**config.mk**
```make
export PLATFORM = sky130hd
export DESIGN_NAME = bankReplySequencer
export DESIGN_NICKNAME = d
export VERILOG_FILES = /design/src/rtl/bankSeqPkg.sv /design/src/rtl/bankReqQueue.sv /design/src/rtl/bankSeqCtrl.sv /design/src/rtl/bankReplyPath.sv /design/src/rtl/bankReplySequencer.sv
export SDC_FILE = /design/constraint.sdc
export NUM_CORES = 1
export LEC_CHECK = 0
export BUFFER_PORTS_ARGS = -buffer_cell sky130_fd_sc_hd__buf_2
export CORE_UTILIZATION = 35
export CTS_CLUSTER_DIAMETER = 80
export DETAILED_ROUTE_END_ITERATION = 10
export GPL_ROUTABILITY_DRIVEN = 0
export SETUP_SLACK_MARGIN = 0.15
export SYNTH_ARGS = -nofsm -noshare
export SYNTH_HDL_FRONTEND = slang
export SYNTH_SLANG_ARGS = --single-unit
```
**constraint.sdc**
```tcl
create_clock -name clk -period 3.4 [get_ports clk]
set_input_delay 0 -clock clk [delete_from_list [all_inputs] [get_ports clk]]
set_output_delay 0 -clock clk [all_outputs]
set_load 0.01 [all_outputs]
```
**src/rtl/bankSeqPkg.sv**
```systemverilog
package bankSeqPkg;

  localparam logic [2:0] CMD_RB_REQ  = 3'd1;
  localparam logic [2:0] CMD_WB_REQ  = 3'd2;
  localparam logic [2:0] CMD_WS_REQ  = 3'd3;
  localparam logic [2:0] CMD_RB_RPLY = 3'd5;
  localparam logic [2:0] CMD_WB_RPLY = 3'd6;
  localparam logic [2:0] CMD_WS_RPLY = 3'd7;

  localparam logic [2:0] BEATS_LONG  = 3'd5;
  localparam logic [2:0] BEATS_SHORT = 3'd2;

  // strobes from the sequencing control to the datapath
  typedef struct packed {
    logic takeNext;   // load the queue head as the request in service
    logic postReq;    // latch the reply header for arbitration
  } seqStrobes_t;

  function automatic logic isRequest(input logic [2:0] cmd);
    return (cmd == CMD_RB_REQ) || (cmd == CMD_WB_REQ) || (cmd == CMD_WS_REQ);
  endfunction

  function automatic logic [2:0] replyOf(input logic [2:0] cmd);
    case (cmd)
      CMD_RB_REQ: return CMD_RB_RPLY;
      CMD_WB_REQ: return CMD_WB_RPLY;
      default:    return CMD_WS_RPLY;
    endcase
  endfunction

  function automatic logic [2:0] beatsOf(input logic [2:0] cmd);
    return (cmd == CMD_RB_REQ) ? BEATS_LONG : BEATS_SHORT;
  endfunction

endpackage

```
**src/rtl/bankReqQueue.sv**
```systemverilog
module bankReqQueue #(
  parameter int ENTRY_W = 23,
  parameter int DEPTH   = 4
) (
  input  logic               clk,
  input  logic               rst,
  input  logic               pushValid,
  input  logic [ENTRY_W-1:0] pushData,
  input  logic               popReq,
  output logic               headValid,
  output logic [ENTRY_W-1:0] headData,
  output logic               overflow
);

  localparam int PTR_W = (DEPTH > 1) ? $clog2(DEPTH) : 1;
  localparam int CNT_W = $clog2(DEPTH + 1);
  localparam logic [PTR_W-1:0] LAST_PTR = PTR_W'(DEPTH - 1);
  localparam logic [CNT_W-1:0] FULL_CNT = CNT_W'(DEPTH);

  logic [ENTRY_W-1:0] store [DEPTH];
  logic [PTR_W-1:0]   rdPtr, wrPtr;
  logic [CNT_W-1:0]   count;
  logic               storeEmpty, storeFull;
  logic               fromStore, bypass, doWrite, dropNow;

  assign storeEmpty = (count == '0);
  assign storeFull  = (count == FULL_CNT);

  // the head is the oldest stored entry, or the incoming one when empty
  assign headValid = !storeEmpty || pushValid;
  assign headData  = storeEmpty ? pushData : store[rdPtr];

  assign fromStore = popReq && !storeEmpty;
  assign bypass    = popReq && storeEmpty;
  assign doWrite   = pushValid && !bypass && (!storeFull || fromStore);
  assign dropNow   = pushValid && !bypass && storeFull && !fromStore;

  function automatic logic [PTR_W-1:0] nextPtr(input logic [PTR_W-1:0] p);
    return (p == LAST_PTR) ? '0 : p + 1'b1;
  endfunction

  always_ff @(posedge clk) begin
    if (rst) begin
      rdPtr    <= '0;
      wrPtr    <= '0;
      count    <= '0;
      overflow <= 1'b0;
    end else begin
      if (fromStore) rdPtr <= nextPtr(rdPtr);
      if (doWrite)   wrPtr <= nextPtr(wrPtr);
      case ({doWrite, fromStore})
        2'b10:   count <= count + 1'b1;
        2'b01:   count <= count - 1'b1;
        default: count <= count;
      endcase
      if (dropNow) overflow <= 1'b1;
    end
  end

  always_ff @(posedge clk) begin
    if (doWrite) store[wrPtr] <= pushData;
  end

endmodule

```
**src/rtl/bankSeqCtrl.sv**
```systemverilog
module bankSeqCtrl
  import bankSeqPkg::*;
#(
  parameter int SVC_LAT = 15,
  parameter int ARB_LAT = 3,
  parameter int WAIT_W  = 8
) (
  input  logic              clk,
  input  logic              rst,
  input  logic              headValid,
  input  logic              grant,
  output seqStrobes_t       strobes,
  output logic              arbReq,
  output logic [WAIT_W-1:0] grantWaitCnt
);

  localparam int CNT_W = $clog2(SVC_LAT + 1);
  localparam logic [CNT_W-1:0] POST_AT = CNT_W'(SVC_LAT - ARB_LAT);
  localparam logic [CNT_W-1:0] END_AT  = CNT_W'(SVC_LAT);
  localparam logic [CNT_W-1:0] FIRST   = CNT_W'(1);

  logic [CNT_W-1:0]  svcCnt, svcCntNext;
  logic              reqNext;
  logic [WAIT_W-1:0] waitNext;
  logic              stalled;

  assign stalled = arbReq && !grant;

  always_comb begin
    strobes    = '0;
    svcCntNext = svcCnt;
    reqNext    = arbReq;
    waitNext   = grantWaitCnt;
    if (stalled) begin
      waitNext = grantWaitCnt + 1'b1;
    end else begin
      reqNext = 1'b0;
      if (svcCnt == '0) begin
        if (headValid) begin
          strobes.takeNext = 1'b1;
          svcCntNext       = FIRST;
        end
      end else if (svcCnt == POST_AT) begin
        strobes.postReq = 1'b1;
        reqNext         = 1'b1;
        waitNext        = '0;
        svcCntNext      = svcCnt + 1'b1;
      end else if (svcCnt == END_AT) begin
        if (headValid) begin
          strobes.takeNext = 1'b1;
          svcCntNext       = FIRST;
        end else begin
          svcCntNext = '0;
        end
      end else begin
        svcCntNext = svcCnt + 1'b1;
      end
    end
  end

  always_ff @(posedge clk) begin
    if (rst) begin
      svcCnt       <= '0;
      arbReq       <= 1'b0;
      grantWaitCnt <= '0;
    end else begin
      svcCnt       <= svcCntNext;
      arbReq       <= reqNext;
      grantWaitCnt <= waitNext;
    end
  end

endmodule

```
**src/rtl/bankReplyPath.sv**
```systemverilog
module bankReplyPath
  import bankSeqPkg::*;
#(
  parameter int BANK_COUNT = 4,
  parameter int BANK_ID    = 0,
  parameter int ID_W       = 4,
  parameter int ADDR_W     = 16
) (
  input  logic              clk,
  input  logic              rst,
  input  logic              busValid,
  input  logic [2:0]        busCmd,
  input  logic [ADDR_W-1:0] busAddr,
  input  seqStrobes_t       strobes,
  input  logic [2:0]        headCmd,
  input  logic [ID_W-1:0]   headSrc,
  input  logic [ADDR_W-1:0] headAddr,
  output logic              claimNow,
  output logic [2:0]        replyBeats,
  output logic [2:0]        replyCmd,
  output logic [ID_W-1:0]   replyDst,
  output logic [ID_W-1:0]   replySrc,
  output logic [ADDR_W-1:0] replyAddr
);

  localparam logic [31:0]     BANK_SEL = 32'(BANK_ID);
  localparam logic [31:0]     BANKS    = 32'(BANK_COUNT);
  localparam logic [ID_W-1:0] OWN_ID   = ID_W'(BANK_ID);

  logic [2:0]        curCmd;
  logic [ID_W-1:0]   curSrc;
  logic [ADDR_W-1:0] curAddr;
  logic              bankHit;

  assign bankHit  = ((32'(busAddr) % BANKS) == BANK_SEL);
  assign claimNow = busValid && isRequest(busCmd) && bankHit;

  // request in service
  always_ff @(posedge clk) begin
    if (rst) begin
      curCmd  <= '0;
      curSrc  <= '0;
      curAddr <= '0;
    end else if (strobes.takeNext) begin
      curCmd  <= headCmd;
      curSrc  <= headSrc;
      curAddr <= headAddr;
    end
  end

  // reply header presented with the arbitration request
  always_ff @(posedge clk) begin
    if (rst) begin
      replyCmd   <= '0;
      replyBeats <= '0;
      replyDst   <= '0;
      replySrc   <= '0;
      replyAddr  <= '0;
    end else if (strobes.postReq) begin
      replyCmd   <= replyOf(curCmd);
      replyBeats <= beatsOf(curCmd);
      replyDst   <= curSrc;
      replySrc   <= OWN_ID;
      replyAddr  <= curAddr;
    end
  end

endmodule

```
**src/rtl/bankReplySequencer.sv**
```systemverilog
module bankReplySequencer
  import bankSeqPkg::*;
#(
  parameter int BANK_COUNT = 4,
  parameter int BANK_ID    = 0,
  parameter int ID_W       = 4,
  parameter int ADDR_W     = 16,
  parameter int SVC_LAT    = 15,
  parameter int ARB_LAT    = 3,
  parameter int FIFO_DEPTH = 4,
  parameter int WAIT_W     = 8
) (
  input  logic              clk,
  input  logic              rst,
  input  logic              busValid,
  input  logic [2:0]        busCmd,
  input  logic [ID_W-1:0]   busSrc,
  input  logic [ADDR_W-1:0] busAddr,
  input  logic              grant,
  output logic              arbReq,
  output logic [2:0]        replyBeats,
  output logic [2:0]        replyCmd,
  output logic [ID_W-1:0]   replyDst,
  output logic [ID_W-1:0]   replySrc,
  output logic [ADDR_W-1:0] replyAddr,
  output logic [WAIT_W-1:0] grantWaitCnt,
  output logic              overflow
);

  localparam int ENTRY_W = 3 + ID_W + ADDR_W;

  // latency ordering is a hard elaboration constraint
  if (SVC_LAT <= ARB_LAT || ARB_LAT < 1) begin : gBadLatency
    $error("service latency must exceed arbiter latency, which must be at least 1");
  end
  if (ADDR_W > 32 || FIFO_DEPTH < 2 || BANK_ID >= BANK_COUNT) begin : gBadShape
    $error("unsupported address width, queue depth or bank selection");
  end

  seqStrobes_t        strobes;
  logic               claimNow, headValid;
  logic [ENTRY_W-1:0] headData;

  bankReqQueue #(.ENTRY_W(ENTRY_W), .DEPTH(FIFO_DEPTH)) uQueue (
    .clk       (clk),
    .rst       (rst),
    .pushValid (claimNow),
    .pushData  ({busCmd, busSrc, busAddr}),
    .popReq    (strobes.takeNext),
    .headValid (headValid),
    .headData  (headData),
    .overflow  (overflow)
  );

  bankSeqCtrl #(.SVC_LAT(SVC_LAT), .ARB_LAT(ARB_LAT), .WAIT_W(WAIT_W)) uCtrl (
    .clk          (clk),
    .rst          (rst),
    .headValid    (headValid),
    .grant        (grant),
    .strobes      (strobes),
    .arbReq       (arbReq),
    .grantWaitCnt (grantWaitCnt)
  );

  bankReplyPath #(
    .BANK_COUNT(BANK_COUNT), .BANK_ID(BANK_ID), .ID_W(ID_W), .ADDR_W(ADDR_W)
  ) uPath (
    .clk        (clk),
    .rst        (rst),
    .busValid   (busValid),
    .busCmd     (busCmd),
    .busAddr    (busAddr),
    .strobes    (strobes),
    .headCmd    (headData[ENTRY_W-1 -: 3]),
    .headSrc    (headData[ADDR_W +: ID_W]),
    .headAddr   (headData[ADDR_W-1:0]),
    .claimNow   (claimNow),
    .replyBeats (replyBeats),
    .replyCmd   (replyCmd),
    .replyDst   (replyDst),
    .replySrc   (replySrc),
    .replyAddr  (replyAddr)
  );

endmodule

```
==> reports/qor.txt, run 1 <==
I/O pin cnt - 67
Avg Vias per Cell - 5.11
Worst path most repeated cell - inv_1
CTS root buf - clkbuf_16
height of the die - 140 microns
initial core utilization - 0.356
vias in the first global route - 4209
Core Area - 0.0187 sq mm
PortBufs - 62
Avg WL per Cell - 17.0 microns
drt first pass iters - 5
CP Data Arrival Time - 3220 ps
worst slew pin tran - 919 ps
kind of end point of the critical path - register
antenna-violating nets left - 0
Mapped Avg Cell Area - 13.3 sq um
Post-Synthesis Cells - 502
initial antenna violation count - 1
largest vdd supply drop - 0.000386 V
max_cap viols - 0
FP Rows - 50
post-synthesis async set-or-reset flop share - 0
Seq/Total Area, Yosys - 0.628
RSZ-0062 raised after global routing - no
EDFF count, synth - 92
crit-path cells - inv_1 -> ha_1 -> or3b_1 -> a211oi_2 -> a211oi_4 -> inv_1 -> ha_1 -> inv_1 -> fa_1 -> xor2_1 -> or3_1 -> a21oi_1
leakage power - 2.69 nW
grt ovf - 0
drt total wl - 14200 microns
CP max FO - 7
first-pass GRT wire length - 22900 microns
run status - complete, no violations
Initial DRC Count - 291
Yosys top cell area share - 0.414
warnings from Yosys - 0
Final Hold Violating Endpoints - 0
hpwl dp - 9140 microns
setup bufs post-CTS - 0
drt drc - 0
share of layout cells above drive strength 1 - 0.261
die footprint - 0.0196 sq mm
All-Layer GR Usage - 0.153
TritonCTS clock tree - built
min Tclk post-route - 2870 ps
top post-synthesis cells by area - edfxtp_1 (41%), dfxtp_1 (21%), mux4_2 (7.8%)
pin count of the biggest net entering global routing - 43
critical path class - register to register
die width - 140 microns
Crit path max-delay family - adder cells
clk_lat worst skew - 420 ps
slowest CP cell - or3b_1
Bufs on Longest Clock Path - 2
Area Growth Syn to Fin - 20.1%
required time of the critical path - 3750 ps
Synth Cell Area - 0.00667 sq mm
Final TNS setup - 0 ps
Max transition margin - 0.388
Hold WC Path Type - input pin to register
startpoint types - register
FF+latch count, synth - 163
predominant post-synthesis flop cell - edfxtp_1
max-slew violations - 0
period utilization - 0.844
hold_buf cts - 23
final setup vio count - 0
area leader, netlist - edfxtp_1
Placement Cell Area - 0.00722 sq mm
fmax - 348 MHz
Power Dens Cells - 669 mW/mm^2
clk slew on worst S/H paths - 70 ps
Tot Pwr - 5.36 mW
# clock sinks - 163
cts bufs inserted - 17
post-route cell area - 0.00801 sq mm
Synth cell types - 51
final net count - 626
# resized after CTS - 0
Buf+Inv Stages, Crit Path - 3
skew final - 9.20 ps
Crit path largest cell delay - 440 ps
H-tree lvl count - 4
routed via count - 4280
-- Yosys cell counts (2+ instances only) --
master and number:
edfxtp_1 92, dfxtp_1 71, nand2_1 46, a21oi_1 35
nor2_1 31, inv_1 29, mux4_2 23, a221oi_2 20
clkbuf_1 18, o21ai_1 14, or4_1 12, ha_1 9
o2bb2ai_1 9, nand3_1 8, o21ai_0 8, buf_2 7
nor3_1 7, and2_1 6, buf_4 6, nand2b_1 6
or3_1 5, buf_6 3, o21a_1 3, xor2_1 3
a31oi_1 2, buf_1 2, mux2i_1 2, nand4_1 2
-- cell families after synthesis --
kind of cell | Yosys count | synth area share
flops | 163 | 0.628
simple gates | 132 | 0.0978
compound gates | 101 | 0.121
buf+inv | 65 | 0.0447
mux | 27 | 0.0846
fa+ha+maj | 10 | 0.0199
xor+xnor | 3 | 0.00394
other cells | 1 | 0.000562
-- cell type report --
type / instances / area, sq um
Tap cell: 234 / 293
Timing Repair Buffer: 101 / 661
Multi-Input combinational cell: 277 / 2200
Antenna cell: 1 / 2.50
Sequential cell: 163 / 4180
Fill cell: 1704 / 10700
Clock buffer: 21 / 440
Clock inverter: 11 / 113
Inverter: 29 / 109
-- flip-flops by register name, indices dropped and copies added (netlist names), 3 cells and up, named ones only --
name,count
uCtrl.svcCnt,4
uCtrl.grantWaitCnt,8
uPath.curSrc,4
uPath.curCmd,3
uQueue.store,92
uPath.curAddr,16
uPath.replyAddr,16
uPath.replyDst,4
uQueue.count,3
uPath.replyCmd,3
-- where the power goes --
group	total, mW	internal [mW]	switching (mW)
Clock	1.82	1.07	0.745
Combinational	1.23	0.501	0.724
Sequential	2.32	2.23	0.0877
Total	5.36	3.80	1.56
-- cells in the final DEF, fill, tap and decap left out, drive strengths merged, types with 8 or more instances in the layout --
| cell type | synthesis | routed |
|---|---|---|
| a21oi | 36 | 36 |
| a221oi | 21 | 21 |
| buf | 18 | 78 |
| clkbuf | 18 | 21 |
| dfxtp | 71 | 71 |
| dlygate4sd3 | 0 | 23 |
| edfxtp | 92 | 92 |
| ha | 9 | 9 |
| inv | 29 | 29 |
| mux4 | 23 | 23 |
| nand2 | 46 | 46 |
| nand3 | 8 | 8 |
| nor2 | 31 | 31 |
| o21ai | 23 | 23 |
| o2bb2ai | 9 | 9 |
| or4 | 12 | 12 |
-- through the flow --
stage               instances  setup WS, ps  utilization  hold slack (ps)
finish                    837           530        0.428              126
global route              837           367        0.428              181
CTS                       836           517        0.428              121
detailed placement        781           537        0.386              232
global placement          781           673        0.386              226
floorplan                 505           724            -             98.9
-- per-layer routing --
metal  wire length (microns)  global-route usage  vias up
li1                        -                   -     2037
met1                    6600               0.204     2131
met2                    6700               0.245      101
met3                     779              0.0362       11
met4                     169              0.0526        0
met5                       0                   0        -
-- worst paths after layout --
path                           start            endpoint  slack, ps  cells after the start
setup / recovery     uCtrl.svcCnt[0]     uQueue.count[2]        530                     12
hold / removal                   rst     uQueue.overflow        130                      2
setup reg to reg     uCtrl.svcCnt[0]     uQueue.count[2]        530                     12
hold reg to reg   uPath.replyAddr[5]  uPath.replyAddr[5]        450                      2
Note: power is estimated with default switching activity, not from simulation.
==> inputs of run 2 (changes only) <==
==> constraint.sdc (replaced) <==
create_clock -name clk -period 2.33 [get_ports clk]
set_input_delay 0 -clock clk [delete_from_list [all_inputs] [get_ports clk]]
set_output_delay 0 -clock clk [all_outputs]
set_load 0.01 [all_outputs]
==> run 2 against run 1 <==
  * The flow now finishes with violations (negative setup slack)
  * Critical path depth unchanged
  * Total power rose by 53%
  * Register-to-register slack worse by 750 ps
  * Sequential power up 45%
  * Design area is 7.4% higher
  * Utilization grew 3.2 points
  * Combinational power rose by 69%
  * Clock power is 50% higher
  * Maximum frequency is 13% higher
==> reports/qor.txt, run 2 (synthesis results as in run 1) <==
Largest register FFs - 92 (unchanged)
Fillers - 1680 (-1.4%)
cts bufs inserted - 17 (unchanged)
max_cap viols - 0 (unchanged)
most frequent cells in the layout - edfxtp_1 (92), dfxtp_1 (69), buf_2 (62)
skew final - 8.60 ps (-0.603 ps)
H-tree lvl count - 4 (unchanged)
Final WS setup - -217 ps (-747 ps)
initial core utilization - 0.356 (unchanged)
height of the die - 140 microns (unchanged)
first-pass GRT wire length - 23200 microns (+1.2%)
I/O pin cnt - 67 (unchanged)
clk_lat worst skew - 430 ps (about the same)
leakage power - 2.97 nW (+10%)
CTS root buf - clkbuf_16
Hold WC Path Type - input pin to register
kind of end point of the critical path - register
FP Rows - 50 (unchanged)
final setup vio count - 2 (+2)
largest vdd supply drop - 0.000547 V (+42%)
max-slew violations - 0 (unchanged)
min Tclk post-route - 2550 ps (-323 ps)
Power Dens Cells - 952 mW/mm^2 (+42%)
PortBufs - 62 (unchanged)
final net count - 661 (+5.6%)
TritonCTS clock tree - built
drt first pass iters - 4 (-1)
hpwl dp - 9430 microns (+3.1%)
# diodes - 0 (-1)
share of layout cells above drive strength 1 - 0.338 (+0.0767)
Max transition margin - 0.479 (+0.0916)
clk slew on worst S/H paths - 70 ps (about the same)
Area Growth Syn to Fin - 29.0%
post-route cell area - 0.00860 sq mm (+7.4%)
Avg Vias per Cell - 5.15 (+0.72%)
routed via count - 4486 (+4.8%)
startpoint types - register
die width - 140 microns (unchanged)
most common cell after layout, fill and taps aside - edfxtp_1
Util after Layout - 0.460 (+0.0317)
CP max FO - 5 (-2)
critical path class - register to register
drt total wl - 15600 microns (+9.6%)
drt drc - 0 (unchanged)
final std cells w/o fill - 871 (+4.1%)
Placement Cell Area - 0.00747 sq mm (+3.4%)
grt ovf - 0 (unchanged)
Final Hold Violating Endpoints - 0 (unchanged)
pin count of the biggest net entering global routing - 41 (-4.7%)
required time of the critical path - 2690 ps (-1060 ps)
# clock sinks - 163 (unchanged)
RSZ-0062 raised after global routing - yes
CP Data Arrival Time - 2910 ps (-310 ps)
Bufs on Longest Clock Path - 2 (unchanged)
Biggest register - uQueue.store
worst slew pin tran - 781 ps (-137 ps)
violated checks - negative setup slack
Post-Place Cells - 799 (+2.3%)
run status - complete, but fails checks
initial antenna violation count - 0 (-1)
die footprint - 0.0196 sq mm (unchanged)
All-Layer GR Usage - 0.156 (+0.00242)
Initial DRC Count - 367 (+26%)
Avg WL per Cell - 17.9 microns (+5.3%)
Core Area - 0.0187 sq mm (unchanged)
Top Registers - uQueue.store (92), uPath.curAddr (16), uPath.replyAddr (16)
antenna-violating nets left - 0 (unchanged)
fmax - 393 MHz (+13%)
vias in the first global route - 4350 (+3.3%)
period utilization - 1.09 (+0.249)
run 2: repair_timing:
| item | in CTS | in global routing |
|---|---|---|
| cloned | 0 | 12 |
| pin swaps | 2 | 3 |
| endpoints found under the setup margin | 2 | 94 |
| setup buffers | 1 | 3 |
| hold buffers | 24 | 0 |
| resized for setup | 0 | 13 |
| endpoints found under the hold margin | 98 | 0 |
run 2: final timing paths:
check	from	endpoint	slack, ps	cells after the start
hold / removal	grant	uCtrl.svcCnt[3]	140	4
hold reg to reg	uPath.replyAddr[2]	uPath.replyAddr[2]	450	2
setup reg to reg	uCtrl.svcCnt[1]	uQueue.count[2]	-220	12
setup / recovery	uCtrl.svcCnt[1]	uQueue.count[2]	-220	12
run 2: final cells by class:
cell class | instances | area [sq um] | share of cell area
Sequential cell | 163 | 4190 | 0.487
Multi-Input combinational cell | 277 | 2270 | 0.264
Timing Repair Buffer | 136 | 1170 | 0.136
Clock buffer | 18 | 429 | 0.0499
Tap cell | 234 | 293 | 0.0340
Clock inverter | 14 | 145 | 0.0169
Inverter | 29 | 109 | 0.0127
run 2: report_power, final:
group          leakage [nW]  internal [mW]  switching (mW)
Sequential             1.40           3.25           0.113
Clock                 0.280           1.51            1.22
Combinational          1.29          0.927            1.16
Total                  2.97           5.69            2.49
run 2: metrics by stage:
stage	worst slack (ps)	setup TNS, ps	hold slack [ps]	total power [mW]
floorplan	-162	-193	98.9	4.89
global placement	-123	-123	226	5.38
detailed placement	-237	-321	240	5.45
CTS	-221	-291	133	8.21
global route	-289	-454	195	8.59
finish	-217	-282	143	8.18
run 2: critical path: stages (launching register included):
cell and delay (ps):
dfxtp_2 330, inv_2 60, ha_4 150, or3b_4 400, a211oi_4 250, a211oi_4 60
inv_1 70, ha_2 190, inv_2 40, fa_2 330, xor2_1 150, or3_1 320
a21oi_2 120
run 2: layer usage:
metal / vias to the layer above / wire length [microns] / global-route usage
met4: 0 / 313 / 0.0619
met5: - / 0 / 0
met2: 128 / 7440 / 0.244
li1: 2105 / - / -
met1: 2231 / 7070 / 0.208
met3: 22 / 781 / 0.0376
